==> src/rtl/txfifo_pkg.sv <==
package txfifo_pkg;
  // Per-cycle strobes from the control to the datapath
  typedef struct packed {
    logic capture;  // latch the lower half
    logic commit;   // write the joined word into the write slot
    logic pop;      // read the oldest slot into the output register
  } fifoStrobes_t;
endpackage

==> src/rtl/txFifoCtrl.sv <==
module txFifoCtrl
  import txfifo_pkg::*;
#(
  parameter int DEPTH = 8,
  localparam int PTR_W = (DEPTH > 1) ? $clog2(DEPTH) : 1,
  localparam int CNT_W = $clog2(DEPTH + 1)
) (
  input  logic             clk,
  input  logic             rstN,
  input  logic             loadLow,
  input  logic             loadHigh,
  input  logic             popReq,
  output fifoStrobes_t     strobes,
  output logic [PTR_W-1:0] wrPtr,
  output logic [PTR_W-1:0] rdPtr,
  output logic [CNT_W-1:0] count
);
  localparam logic [CNT_W-1:0] FULL_CNT = CNT_W'(DEPTH);
  localparam logic [PTR_W-1:0] LAST_PTR = PTR_W'(DEPTH - 1);

  logic lowValid;
  logic isFull;
  logic isEmpty;

  assign isFull  = (count == FULL_CNT);
  assign isEmpty = (count == '0);

  always_comb begin
    strobes.capture = loadLow;
    strobes.commit  = loadHigh && lowValid && !isFull;
    strobes.pop     = popReq && !isEmpty;
  end

  // Pending-half flag: a loadHigh consumes it, whether it commits or is dropped
  always_ff @(posedge clk) begin
    if (!rstN)         lowValid <= 1'b0;
    else if (loadLow)  lowValid <= 1'b1;
    else if (loadHigh) lowValid <= 1'b0;
  end

  always_ff @(posedge clk) begin
    if (!rstN) begin
      wrPtr <= '0;
      rdPtr <= '0;
      count <= '0;
    end else begin
      if (strobes.commit) wrPtr <= (wrPtr == LAST_PTR) ? '0 : wrPtr + 1'b1;
      if (strobes.pop)    rdPtr <= (rdPtr == LAST_PTR) ? '0 : rdPtr + 1'b1;
      case ({strobes.commit, strobes.pop})
        2'b10:   count <= count + 1'b1;
        2'b01:   count <= count - 1'b1;
        default: count <= count;
      endcase
    end
  end

  assert_no_overflow_R5: assert property (@(posedge clk) disable iff (!rstN)
    count <= FULL_CNT);

  assert_full_drop_R6: assert property (@(posedge clk) disable iff (!rstN)
    (isFull && loadHigh && !popReq) |=> (count == FULL_CNT) && $stable(wrPtr));

  assert_empty_pop_R8: assert property (@(posedge clk) disable iff (!rstN)
    (isEmpty && popReq && !(loadHigh && lowValid)) |=> (count == '0) && $stable(rdPtr));

  assert_lone_high_R4: assert property (@(posedge clk) disable iff (!rstN)
    (loadHigh && !lowValid && !popReq) |=> $stable(count) && $stable(wrPtr));

  assert_commit_step_R3: assert property (@(posedge clk) disable iff (!rstN)
    (loadHigh && lowValid && !isFull && !popReq) |=> count == CNT_W'($past(count) + 1'b1));

  assert_low_only_R3: assert property (@(posedge clk) disable iff (!rstN)
    (loadLow && !loadHigh && !popReq) |=> $stable(count));
endmodule

==> src/rtl/txFifoData.sv <==
module txFifoData
  import txfifo_pkg::*;
#(
  parameter int DEPTH  = 8,
  parameter int BUS_W  = 16,
  parameter int WORD_W = 31,
  localparam int PTR_W = (DEPTH > 1) ? $clog2(DEPTH) : 1,
  localparam int HI_W  = WORD_W - BUS_W
) (
  input  logic              clk,
  input  logic              rstN,
  input  logic [BUS_W-1:0]  busData,
  input  fifoStrobes_t      strobes,
  input  logic [PTR_W-1:0]  wrPtr,
  input  logic [PTR_W-1:0]  rdPtr,
  output logic              popValid,
  output logic [WORD_W-1:0] popWord
);
  logic [BUS_W-1:0]  holdLow;
  logic [WORD_W-1:0] joined;
  logic [WORD_W-1:0] slots [DEPTH];
  logic [BUS_W-HI_W-1:0] unusedTop;

  assign joined    = {busData[HI_W-1:0], holdLow};
  assign unusedTop = busData[BUS_W-1:HI_W];

  always_ff @(posedge clk) begin
    if (!rstN)                holdLow <= '0;
    else if (strobes.capture) holdLow <= busData;
  end

  always_ff @(posedge clk) begin
    if (strobes.commit) slots[wrPtr] <= joined;
  end

  always_ff @(posedge clk) begin
    if (!rstN) begin
      popValid <= 1'b0;
      popWord  <= '0;
    end else begin
      popValid <= strobes.pop;
      if (strobes.pop) popWord <= slots[rdPtr];
    end
  end

  assert_pop_origin_R7: assert property (@(posedge clk) disable iff (!rstN)
    popValid |-> $past(strobes.pop));

  assert_idle_hold_R8: assert property (@(posedge clk) disable iff (!rstN)
    !strobes.pop |=> !popValid && $stable(popWord));
endmodule

==> src/rtl/txWordFifo.sv <==
module txWordFifo
  import txfifo_pkg::*;
#(
  parameter int DEPTH  = 8,
  parameter int BUS_W  = 16,
  parameter int WORD_W = 31,
  localparam int PTR_W = (DEPTH > 1) ? $clog2(DEPTH) : 1,
  localparam int CNT_W = $clog2(DEPTH + 1)
) (
  input  logic              clk,
  input  logic              rstN,
  input  logic [BUS_W-1:0]  busData,
  input  logic              loadLow,
  input  logic              loadHigh,
  input  logic              popReq,
  output logic              popValid,
  output logic [WORD_W-1:0] popWord,
  output logic [CNT_W-1:0]  wordCount,
  output logic              allSent
);
  fifoStrobes_t     strobes;
  logic [PTR_W-1:0] wrPtr;
  logic [PTR_W-1:0] rdPtr;

  txFifoCtrl #(.DEPTH(DEPTH)) ctrl (
    .clk(clk), .rstN(rstN), .loadLow(loadLow), .loadHigh(loadHigh),
    .popReq(popReq), .strobes(strobes), .wrPtr(wrPtr), .rdPtr(rdPtr),
    .count(wordCount)
  );

  txFifoData #(.DEPTH(DEPTH), .BUS_W(BUS_W), .WORD_W(WORD_W)) data (
    .clk(clk), .rstN(rstN), .busData(busData), .strobes(strobes),
    .wrPtr(wrPtr), .rdPtr(rdPtr), .popValid(popValid), .popWord(popWord)
  );

  assign allSent = (wordCount == '0);

  assert_ready_rise_R9: assert property (@(posedge clk) disable iff (!rstN)
    $rose(allSent) |-> $past(popReq));

  assert_ready_fall_R9: assert property (@(posedge clk) disable iff (!rstN)
    $fell(allSent) |-> $past(loadHigh));
endmodule

==> config.mk <==
export PLATFORM = sky130hd
export DESIGN_NAME = txWordFifo
export DESIGN_NICKNAME = d
export VERILOG_FILES = /design/src/rtl/txfifo_pkg.sv /design/src/rtl/txFifoCtrl.sv /design/src/rtl/txFifoData.sv /design/src/rtl/txWordFifo.sv
export SDC_FILE = /design/constraint.sdc
export NUM_CORES = 1
export LEC_CHECK = 0
export CAP_MARGIN = 10
export CORE_MARGIN = 8
export CORE_UTILIZATION = 40
export DETAILED_ROUTE_END_ITERATION = 16
export GPL_TIMING_DRIVEN = 0
export PLACE_DENSITY = 0.67
export SLEW_MARGIN = 20
export SYNTH_ARGS = -nofsm -noshare
export SYNTH_HDL_FRONTEND = slang
export SYNTH_SLANG_ARGS = --single-unit
export TNS_END_PERCENT = 100
==> constraint.sdc <==
create_clock -name clk -period 6.8 [get_ports clk]
set_input_delay 1.36 -clock clk [delete_from_list [all_inputs] [get_ports clk]]
set_output_delay 1.36 -clock clk [all_outputs]
set_load 0.01 [all_outputs]
==> metrics.txt <==
startpoint types=input port; CTS resizes=0; P_int=3.581 mW; final setup fails=0; fin util=49.37%; RR Startpoint=ctrl.count[0]; total gr overflow=0; Top Ports=58; commonest non-fill, non-tap cells in the layout=edfxtp_1 (248), mux4_2 (62), dfxtp_1 (59); Max Slew Vio Count=0; layout cells sized above 1=24.26%; root buffer cell=clkbuf_16; Starting Density=40.74%; Pwr Total=4.770 mW; DIE AREA=34110 µm²; Final Hold Fails=0; post-route insts no fill=1124; placer congestion estimate=0.7328; Hold Crit Class=register to register; Pwr Density=345.9 nW/µm²; Mapped Area=11380 µm²; clk sinks=307; Net Count, Synth=622; Yosys cell types=36; Worst Path Required=7.28 ns; Yosys reg bits=307; Post-Route WL=25930 µm; die width=184.7 µm; Least-Margin Pin Slew=0.8561 ns; CP max stage delay=0.50 ns; synth-to-layout area growth=21.17%; die height=184.7 µm; top cells by area, synth=edfxtp_1 (65%), mux4_2 (12%), dfxtp_1 (10%), o22ai_1 (1.7%), mux2i_1 (1.6%); Post-CTS Setup Repair Bufs=0; antenna viol nets, final=0; Yosys top cell area share=65.44%; FMAX=286.2 MHz; EDFF count, synth=248; initial drt markers=424; H-tree depth=1; outcome=finished clean; row count=61; Syn Area/Cell=19.19 µm²; min Tclk post-route=3.494 ns; commonest non-fill, non-tap cell in the layout=edfxtp_1; largest net degree at the start of global routing=17; cell family with most CP delay=buffers and inverters; Logic pwr share=18.0%; vias per cell=5.309; WP data arrival=3.98 ns; Clock Skews=0.009447 ns; Clk pwr share=35.7%; Slew Limit Headroom=42.62%; Routed WL per cell=23.07 µm; Synth area leader=edfxtp_1; Post-route DRC=0; final layout net count=751; Placed Cells=1067; clk slew on worst S/H paths=0.06 ns; worst vdd ir=200.4 µV; vias in the first global route=6258; Vias=5967; synthesized netlist cell count=593; PortBufs=55; worst-case clock buffer depth=3; Setup crit end=ctrl.count[3]; Worst setup EP type=register; crit path kind=input port to register; CTS tree=built; hold path cells=2; FF-to-FF End=ctrl.count[3]; core area=27930 µm²; CP Cell Sequence=clkdlybuf4s50_1, o41ai_4, inv_4, clkbuf_1, ha_1, ha_1, a21o_1, a21oi_1, mux2i_1, mux2i_1; post-cts hold buffer count=0; net switching power=1.189 mW; Post-DP HPWL=17510 µm; diode count=0; Main synth FF type=edfxtp_1; Reg2Reg Depth=9; TritonCTS buffer count=31; Seq pwr share=46.3%; sequential area share after synthesis=75.81%; leak pwr=4.596 nW; RSZ-0062 raised after global routing=no; clk_lat worst skew=0.55 ns; warnings from Yosys=0; Sw Ratio=24.94%; crit-path max FO=10; drt pass-1 iters=5; hold path startpoint=data.popWord[9]; asr flop ratio synth=0%; Total GRT Usage=15.31%; Final Cycle Share=51.39%; initial antenna violation count=0; reg2reg setup slack=3.87 ns; max-cap violations=0; critical path startpoint=popReq; Crit-path slowest cell=clkdlybuf4s50_1; WP depth=10; crit path buf inv count=3; first-pass GRT wire length=38650 µm
==> metrics by stage <==
stage                     setup TNS, ns  area, µm²  hold slack, ns  setup slack (ns)
after global placement          -348.32      12400          0.4940            -3.039
after CTS                             0      13790          0.5179             3.300
after floorplan                       0      11380          0.4770             1.317
final                                 0      13790          0.5132             3.306
after global routing                  0      13790          0.5394             3.122
after detailed placement              0      12760          0.4975             2.726
==> cell type report <==
type / instances / area [µm²]
fillers: 2265 / 14140
flip-flops and latches: 307 / 8628
multi-input cells: 250 / 2624
repair buffers: 96 / 862.1
clock buffers: 38 / 832.0
well taps: 378 / 473.0
clock inverters: 19 / 196.4
plain buffers: 31 / 153.9
inverters: 5 / 21.27
==> registers in the layout, summed over array words and instances (netlist names) <==
name           count
ctrl.count         4
data.holdLow      16
data.slots       248
ctrl.rdPtr         3
data.popWord      31
ctrl.wrPtr         3
data.popValid      1
ctrl.lowValid      1
==> cell families (layout without fill, tap and decap cells) <==
| kind of cell | count (synthesis) | in the layout | synth area share (%) |
|---|---|---|---|
| adders and majority gates | 8 | 8 | 0.9454 |
| AOI/OAI and AO/OA | 75 | 75 | 4.024 |
| DFF | 307 | 307 | 75.81 |
| and+or+nand+nor | 85 | 85 | 3.672 |
| muxes | 80 | 80 | 13.85 |
| xor gates and xnor gates | 2 | 2 | 0.1539 |
| buffers and inverters | 36 | 189 | 1.539 |
==> power by group through the flow <==
stage	combinational, mW	clock, mW	sequential, mW
after floorplan	0.477	0	2.27
after global placement	0.853	0	2.25
after detailed placement	0.873	0	2.25
after CTS	0.878	1.73	2.21
after global routing	0.931	1.79	2.22
final	0.859	1.70	2.21
==> Yosys cell counts, drive strengths merged (3+ instances only) <==
cell type,n
ha,7
dfxtp,59
clkbuf,15
nand2,15
edfxtp,248
a21oi,3
nor2,34
o21ai,33
mux2i,18
and2,4
buf,16
o22ai,31
inv,5
mux4,62
nor2b,18
nor3,4
a21boi,5
==> worst min-delay path, delay by kind of cell (launching register included) <==
family | cells | cell delay, ns
DFF | 1 | 0.32
and+or+nand+nor | 1 | 0.08
AOI/OAI and AO/OA | 1 | 0.08
==> layer usage <==
| layer | GRT usage [%] | up-vias | part of all wire, % |
|---|---|---|---|
| met5 | 0 | - | 0 |
| met4 | 4.513 | 0 | 2.0 |
| met3 | 2.245 | 36 | 6.0 |
| met2 | 26.63 | 189 | 50 |
| met1 | 19.67 | 3118 | 42 |
| li1 | - | 2624 | - |
==> worst min-delay path by stage <==
stage	slack, ns	endpoint
final	0.51	data.popWord[9]
after CTS	0.52	data.popWord[10]
after global routing	0.54	data.popWord[8]
after global placement	0.49	data.popWord[30]
after detailed placement	0.50	data.popWord[10]
after floorplan	0.48	ctrl.rdPtr[1]
Power figures use the tool's default switching activity.
